<file path="src/rtl/gpio_irq_pkg.sv">
package gpio_irq_pkg;
  localparam int unsigned ADDR_W = 3;

  typedef enum logic [ADDR_W-1:0] {
    REG_SENSE    = 3'd0,
    REG_BOTH     = 3'd1,
    REG_POL      = 3'd2,
    REG_MASK     = 3'd3,
    REG_RAW      = 3'd4,
    REG_MSK_STAT = 3'd5,
    REG_CLEAR    = 3'd6
  } reg_addr_e;
endpackage

</file>
<file path="src/rtl/gpio_irq_cfg.sv">
module gpio_irq_cfg
  import gpio_irq_pkg::*;
#(
  parameter int unsigned N = 8
) (
  input  logic              clk_i,
  input  logic              rst_ni,
  input  logic              wr_en_i,
  input  logic [ADDR_W-1:0] addr_i,
  input  logic [N-1:0]      wdata_i,
  output logic [N-1:0]      sense_o,
  output logic [N-1:0]      both_o,
  output logic [N-1:0]      pol_o,
  output logic [N-1:0]      mask_o,
  output logic [N-1:0]      clr_o
);
  logic [N-1:0] sense_q, both_q, pol_q, mask_q;

  always_ff @(posedge clk_i or negedge rst_ni) begin
    if (!rst_ni) begin
      sense_q <= '0;
      both_q  <= '0;
      pol_q   <= '0;
      mask_q  <= '0;
    end else if (wr_en_i) begin
      case (addr_i)
        REG_SENSE: sense_q <= wdata_i;
        REG_BOTH:  both_q  <= wdata_i;
        REG_POL:   pol_q   <= wdata_i;
        REG_MASK:  mask_q  <= wdata_i;
        default:   ;
      endcase
    end
  end

  assign sense_o = sense_q;
  assign both_o  = both_q;
  assign pol_o   = pol_q;
  assign mask_o  = mask_q;
  // one-cycle clear pulse, only for the clear address
  assign clr_o   = (wr_en_i && addr_i == REG_CLEAR) ? wdata_i : '0;

  AST_CFG_HOLD: assert property (@(posedge clk_i) disable iff (!rst_ni)
    !wr_en_i |=> $stable(sense_q) && $stable(both_q) && $stable(pol_q) && $stable(mask_q));
  AST_CLR_ONLY_ON_WRITE: assert property (@(posedge clk_i) disable iff (!rst_ni)
    !wr_en_i |-> clr_o == '0);
endmodule

</file>
<file path="src/rtl/gpio_irq_pin.sv">
module gpio_irq_pin (
  input  logic clk_i,
  input  logic rst_ni,
  input  logic pin_i,
  input  logic sense_i,
  input  logic both_i,
  input  logic pol_i,
  input  logic clr_i,
  output logic raw_o
);
  logic prev_q, raw_q, rise, fall, hit;

  always_comb begin
    rise = pin_i & ~prev_q;
    fall = ~pin_i & prev_q;
    if (sense_i)     hit = pol_i ? pin_i : ~pin_i;
    else if (both_i) hit = rise | fall;
    else             hit = pol_i ? rise : fall;
  end

  always_ff @(posedge clk_i or negedge rst_ni) begin
    if (!rst_ni) begin
      prev_q <= 1'b0;
      raw_q  <= 1'b0;
    end else begin
      prev_q <= pin_i;
      raw_q  <= (raw_q & ~clr_i) | hit; // set beats clear
    end
  end

  assign raw_o = raw_q;

  AST_LEVEL_HIGH: assert property (@(posedge clk_i) disable iff (!rst_ni)
    sense_i && pol_i && pin_i |=> raw_o);
  AST_LEVEL_IGNORES_BOTH: assert property (@(posedge clk_i) disable iff (!rst_ni)
    sense_i && both_i && !pol_i && !pin_i |=> raw_o);
  AST_EDGE_QUIET: assert property (@(posedge clk_i) disable iff (!rst_ni)
    !raw_o && !sense_i && (pin_i == prev_q) |=> !raw_o);
  AST_DUAL_EDGE: assert property (@(posedge clk_i) disable iff (!rst_ni)
    !sense_i && both_i && (pin_i != prev_q) |=> raw_o);
  AST_FLAG_HOLD: assert property (@(posedge clk_i) disable iff (!rst_ni)
    raw_o && !clr_i |=> raw_o);
endmodule

</file>
<file path="src/rtl/gpio_irq_detect.sv">
module gpio_irq_detect
  import gpio_irq_pkg::*;
#(
  parameter int unsigned N = 8
) (
  input  logic              clk_i,
  input  logic              rst_ni,
  input  logic [N-1:0]      pin_i,
  input  logic              wr_en_i,
  input  logic [ADDR_W-1:0] addr_i,
  input  logic [N-1:0]      wdata_i,
  output logic [N-1:0]      rdata_o,
  output logic              irq_o
);
  logic [N-1:0] sense, both, pol, mask, clr, raw, masked;

  gpio_irq_cfg #(.N(N)) u_cfg (
    .clk_i   (clk_i),
    .rst_ni  (rst_ni),
    .wr_en_i (wr_en_i),
    .addr_i  (addr_i),
    .wdata_i (wdata_i),
    .sense_o (sense),
    .both_o  (both),
    .pol_o   (pol),
    .mask_o  (mask),
    .clr_o   (clr)
  );

  for (genvar i = 0; i < N; i++) begin : g_pin
    gpio_irq_pin u_pin (
      .clk_i   (clk_i),
      .rst_ni  (rst_ni),
      .pin_i   (pin_i[i]),
      .sense_i (sense[i]),
      .both_i  (both[i]),
      .pol_i   (pol[i]),
      .clr_i   (clr[i]),
      .raw_o   (raw[i])
    );
  end

  assign masked = raw & mask;
  assign irq_o  = |masked;

  always_comb begin
    case (addr_i)
      REG_SENSE:    rdata_o = sense;
      REG_BOTH:     rdata_o = both;
      REG_POL:      rdata_o = pol;
      REG_MASK:     rdata_o = mask;
      REG_RAW:      rdata_o = raw;
      REG_MSK_STAT: rdata_o = masked;
      default:      rdata_o = '0;
    endcase
  end

  AST_IRQ_NEEDS_MASK: assert property (@(posedge clk_i) disable iff (!rst_ni)
    irq_o |-> (mask != '0));
  AST_IRQ_NEEDS_FLAG: assert property (@(posedge clk_i) disable iff (!rst_ni)
    irq_o |-> (raw != '0));
endmodule

</file>
<file path="config.mk">
export PLATFORM = sky130hd
export DESIGN_NAME = gpio_irq_detect
export DESIGN_NICKNAME = d
export VERILOG_FILES = /design/src/rtl/gpio_irq_pkg.sv /design/src/rtl/gpio_irq_cfg.sv /design/src/rtl/gpio_irq_pin.sv /design/src/rtl/gpio_irq_detect.sv
export SDC_FILE = /design/constraint.sdc
export NUM_CORES = 1
export LEC_CHECK = 0
export CORE_MARGIN = 3
export CORE_UTILIZATION = 57
export CTS_CLUSTER_DIAMETER = 30
export CTS_CLUSTER_SIZE = 28
export DETAILED_ROUTE_END_ITERATION = 8
export DONT_BUFFER_PORTS = 1
export HOLD_SLACK_MARGIN = 0.05
export MAX_ROUTING_LAYER = met4
export PLACE_DENSITY = 0.82
export SLEW_MARGIN = 0
export SYNTH_ARGS = -nofsm -noshare
export SYNTH_HDL_FRONTEND = slang
export SYNTH_SLANG_ARGS = --single-unit
</file>
<file path="constraint.sdc">
create_clock -name clk_i -period 1 [get_ports clk_i]
set_input_delay 0.1 -clock clk_i [delete_from_list [all_inputs] [get_ports clk_i]]
set_output_delay 0.1 -clock clk_i [all_outputs]
set_load 0.005 [all_outputs]
</file>
After elaboration in Yosys (flattened, before gate mapping)
Index checks and enable logic that the tools add are counted.
{"block": "totals", "regBits": 48, "inputBits": 22}
{"block": "op_classes", "n_eq_ne": 6, "n_mux": 34, "n_bitwise": 65, "n_reduce_logical": 7}
{"op": "8-bit one-hot mux with 6 select lines", "count": 1}
{"op": "1-bit two-way mux", "count": 32}
{"op": "1-bit bitwise AND", "count": 24}
{"op": "1-bit inverter", "count": 24}
{"op": "1-bit bitwise OR", "count": 16}
{"op": "3-bit == test, second input constant", "count": 3}
{"op": "8-bit bitwise AND", "count": 1}
{"op": "8-bit two-way mux", "count": 1}
{"op": "2-bit AND reduction", "count": 4}
{"op": "8-bit OR reduction", "count": 1}
{"op": "3-bit by 2-bit == test with 1-bit output, second input constant", "count": 2}
{"op": "3-bit by 1-bit == test with 1-bit output, second input constant", "count": 1}
{"op": "3-bit zero test", "count": 1}
{"op": "1-bit logical AND", "count": 1}

Longest topological paths before layout
{"block": "depth", "depth_word": 6, "mapped_depth": 5}

Hierarchy
A second synthesis with hierarchy kept.
{"block": "unflattened", "hier_cells": 247, "area_unflattened_um2": 2798.9}
{"mod": "gpio_irq_cfg", "instances": 1, "cells_each": 79, "area_each_um2": 1283.7, "seq_area_each_um2": 800.8}
{"mod": "gpio_irq_pin", "instances": 8, "cells_each": 13, "area_each_um2": 127.6, "seq_area_each_um2": 50.0}
{"mod": "gpio_irq_detect", "instances": 1, "cells_each": 64, "area_each_um2": 494.2, "seq_area_each_um2": 0.0}

Worst setup path before layout
OpenSTA, ideal clock, no wires.
{"block": "synth_path", "path_kind": "input port to flip-flop", "startpoint": "in addr_i[2]", "endpoint": "reg u_cfg.sense_q[0] (netlist: u_cfg.sense_o[0])", "setup_ps": 125, "arrival_ps": 1089, "required_ps": 875, "slack_ps": -214, "path_stages": 3, "path_cell_list": "buf_4 nor4b_4 mux2_2"}
{"block": "synth_via", "elab_chain_len": 2}
{"element": "from (decl)", "line": "gpio_irq_detect.sv:10", "source": "input logic [ADDR_W-1:0] addr_i,"}
{"element": "3-bit zero test", "line": "gpio_irq_cfg.sv:26", "source": "case (addr_i)"}
{"element": "2-bit AND reduction (no source line)"}
{"element": "to (signal assigned)", "line": "gpio_irq_cfg.sv:27", "source": "REG_SENSE: sense_q <= wdata_i;"}
{"element": "to (decl)", "line": "gpio_irq_cfg.sv:17", "source": "logic [N-1:0] sense_q, both_q, pol_q, mask_q;"}
Every way passes these cells.
A chain may end at the register's enable or synchronous reset.

Worst setup path after layout
{"block": "layout_path", "startpoint": "reg u_cfg.both_q[2] (netlist: u_cfg.both_o[2])", "endpoint": "out rdata_o[2]"}
{"block": "layout_via", "elab_chain_len": 1}
{"element": "from (decl)", "line": "gpio_irq_cfg.sv:17"}
{"element": "from (signal assigned)", "line": "gpio_irq_cfg.sv:28", "source": "REG_BOTH: both_q <= wdata_i;"}
{"element": "8-bit one-hot mux with 6 select lines", "line": "gpio_irq_detect.sv:47", "source": "case (addr_i)"}
{"element": "to (decl)", "line": "gpio_irq_detect.sv:12", "source": "output logic [N-1:0] rdata_o,"}
Every way passes these cells.

==> impl_metrics.py <==
metrics = {
    "setup_path": {
        "r2r_slack_ns": -0.19,
        "worstRegToRegCells": 5,
        "crit_type": "flop to primary output",
        "crit_required_ns": 0.90,
        "start_kind": "flop",
        "reg2reg_to": "g_pin[2].u_pin.raw_o",
        "reg2reg_from": "g_pin[2].u_pin.prev_q",
        "crit_path_end_kind": "primary output",
        "crit_fanout": 2,
        "crit_arrival_ns": 1.33,
    },
    "detailed_routing": {
        "dr_total_vias": 2188,
        "routedWlPerCell_um": 20.9,
        "routed_wirelength_um": 7280,
        "ant_nets": 0,
        "via_per_inst": 6.29,
        "drt_pre_antenna_iters": 4,
        "drtIter0Drc": 190,
        "drcViolationCount": 0,
    },
    "clock_tree": {
        "cts.path.max_buffers": 2,
        "clk_pin_slew_ns": 0.09,
        "hold_buffers": 16,
        "cts_buffers": 5,
        "cts_root_buffer": "clkbuf_8",
        "cts_tree": "done",
        "clkLatencyLatePin_ns": 0.31,
        "ctsHtreeMaxLevel": 2,
        "cts_sinks": 48,
    },
    "finish": {
        "fin_area_sq_um": 3500,
        "fin_nets": 333,
        "diodes": 0,
        "multi_input_area_sq_um": 1630,
        "layout_commonest_cell": "dfrtp_1",
        "seq_area_sq_um": 1200,
        "most-common-layout-cells": "dfrtp_1, buf_4, inv_1, mux2_4",
        "drive_gt1_share_pct": 44.9,
        "fin_util_pct": 78.8,
        "fill_cells": 259,
        "syn2layout_area_growth_pct": 31.5,
    },
    "timing": {
        "fin_setup_tns_ns": -4.44,
        "finalHoldViolCount": 48,
        "worst_pin_slew_ns": 0.235,
        "relSlewSlack_pct": 84.3,
        "fin_crit_sh_pct": 143,
        "report.final.slew_viol_count": 0,
        "fmax_ghz": 0.698,
        "setup_viol": 18,
        "grt_setup_unrepaired": "yes",
        "hold_ws_ns": -0.532,
        "skew_ns": 0.00505,
        "setup_ws_ns": -0.433,
        "fin_crit_ns": 1.43,
    },
    "pwr": {
        "ir_drop_uv": 1010,
        "total_power_w": 0.00564,
        "p_leak_nw": 1.54,
        "power_density_nw_per_um2": 1610,
    },
    "floorplan": {
        "io-pin-count": 31,
        "die_y_um": 74.4,
        "rows": 24,
        "die_area_sq_um": 5530,
        "die_w_um": 74.4,
        "coreArea_sq_um": 4440,
        "initial_utilization_pct": 60.0,
    },
    "place": {
        "place_hpwl_um": 4340,
        "gp_congestion": 0.812,
        "post_dp_cell_area_sq_um": 2980,
        "io_buffer_count": 0,
    },
    "global_routing": {
        "grt_max_degree": 49,
        "grt_pass1_wl_um": 10800,
        "antenna_found_initial": 0,
        "first_global_vias": 2213,
        "overflow": 0,
        "grtUsageTotal_pct": 27.0,
    },
    "synth": {
        "synth_cells": 246,
        "avgSynthCellArea_sq_um": 10.8,
        "synth.distinct_cells": 24,
        "ys_ff_latch": 48,
        "yosysSeqAreaShare_pct": 45.1,
        "netlist_area_sq_um": 2670,
        "syn_nets": 284,
        "ys_warn_count": 0,
    },
    "run_status": {
        "outcome": "finished with violations",
        "failed_checks": "negative hold slack, negative setup slack",
    },
    "worst_hold_path": {
        "hold_class": "input port to asynchronous set/reset pin",
    },
    "job": {
        "cap_violations": 0,
    },
}
[flip-flops by register name (all words and copies together), names as in the netlist]
signal	cells
u_cfg.both_o	8
u_cfg.pol_o	8
g_pin.u_pin.raw_o	8
u_cfg.mask_o	8
g_pin.u_pin.prev_q	8
u_cfg.sense_o	8
[synth_stat cells]
master / instances / area (sq um)
a22oi_1: 12 / 90.1
o22ai_1: 8 / 50.1
nor2_2: 1 / 6.26
a21oi_1: 8 / 40.0
nand4_1: 1 / 6.26
and3_1: 1 / 6.26
nand2b_1: 8 / 50.1
mux2_2: 40 / 450
and4bb_2: 1 / 12.5
inv_1: 24 / 90.1
nand4b_1: 2 / 17.5
o21ai_0: 24 / 120
buf_6: 1 / 11.3
dfrtp_1: 48 / 1200
nor4b_4: 1 / 23.8
xnor2_1: 8 / 70.1
nor2b_1: 1 / 6.26
a32oi_1: 8 / 70.1
ha_1: 16 / 200
buf_4: 1 / 7.51
clkbuf_1: 4 / 15.0
nand2_1: 16 / 60.1
nand3_1: 8 / 40.0
buf_2: 4 / 20.0
[worst max-delay path, stage by stage, from the launching register on]
cell and delay [ns]:
dfrtp_1 0.40, mux2_4 0.28, a22oi_2 0.23, o22ai_2 0.11
[report_power, final]
group / total [W] / switching, W / internal, W
Sequential: 0.00255 / 0.000294 / 0.00226
Combinational: 0.00187 / 0.000760 / 0.00111
Clock: 0.00123 / 0.000660 / 0.000565
Total: 0.00564 / 0.00172 / 0.00393
[what timing repair did]
item | in CTS | in global routing
pin swaps | 17 | 19
endpoints found under the setup margin | 17 | 17
cloned | 0 | 0
resized for setup | 33 | 29
buffers inserted | 0 | 1
hold endpoints to repair | 96 | 48
[kinds of logic after synthesis]
| group | count (synthesis) | synth area share (%) |
|---|---|---|
| compound gates | 60 | 13.9 |
| flops | 48 | 45.1 |
| buf+inv | 34 | 5.40 |
| mux | 40 | 16.9 |
| fa+ha+maj | 16 | 7.51 |
| simple gates | 40 | 8.59 |
| xor+xnor | 8 | 2.63 |
[layer usage]
metal	wire length [um]	up-vias	track usage [%]
met4	180	0	8.70
li1	-	974	-
met5	0	-	-
met1	2940	1119	32.1
met2	3750	75	45.5
met3	415	20	5.81
[worst max-delay path by stage]
stage | depth (start not counted) | endpoint | from
after floorplan | 3 | u_cfg.sense_o[0] | addr_i[0]
final | 3 | rdata_o[2] | u_cfg.both_o[2]
after global routing | 3 | rdata_o[2] | u_cfg.mask_o[2]
after CTS | 3 | rdata_o[2] | u_cfg.both_o[2]
after global placement | 5 | g_pin[3].u_pin.raw_o | g_pin[3].u_pin.prev_q
after detailed placement | 5 | g_pin[3].u_pin.raw_o | g_pin[3].u_pin.prev_q
[per-stage QoR]
stage / std cells / setup WS [ns]
2_1_floorplan: 246 / -0.197
5_1_grt: 348 / -0.451
3_3_place_gp: 323 / -0.116
4_1_cts: 347 / -0.375
6_report: 348 / -0.433
3_5_place_dp: 323 / -0.170
[final cells by class]
class	instances	share of cell area, %
flip-flops and latches	48	34.3
inverters	24	2.57
well taps	52	1.86
clock buffers	8	2.57
repair buffers	52	12.3
multi-input cells	164	46.4
Power figures use the tool's default switching activity.
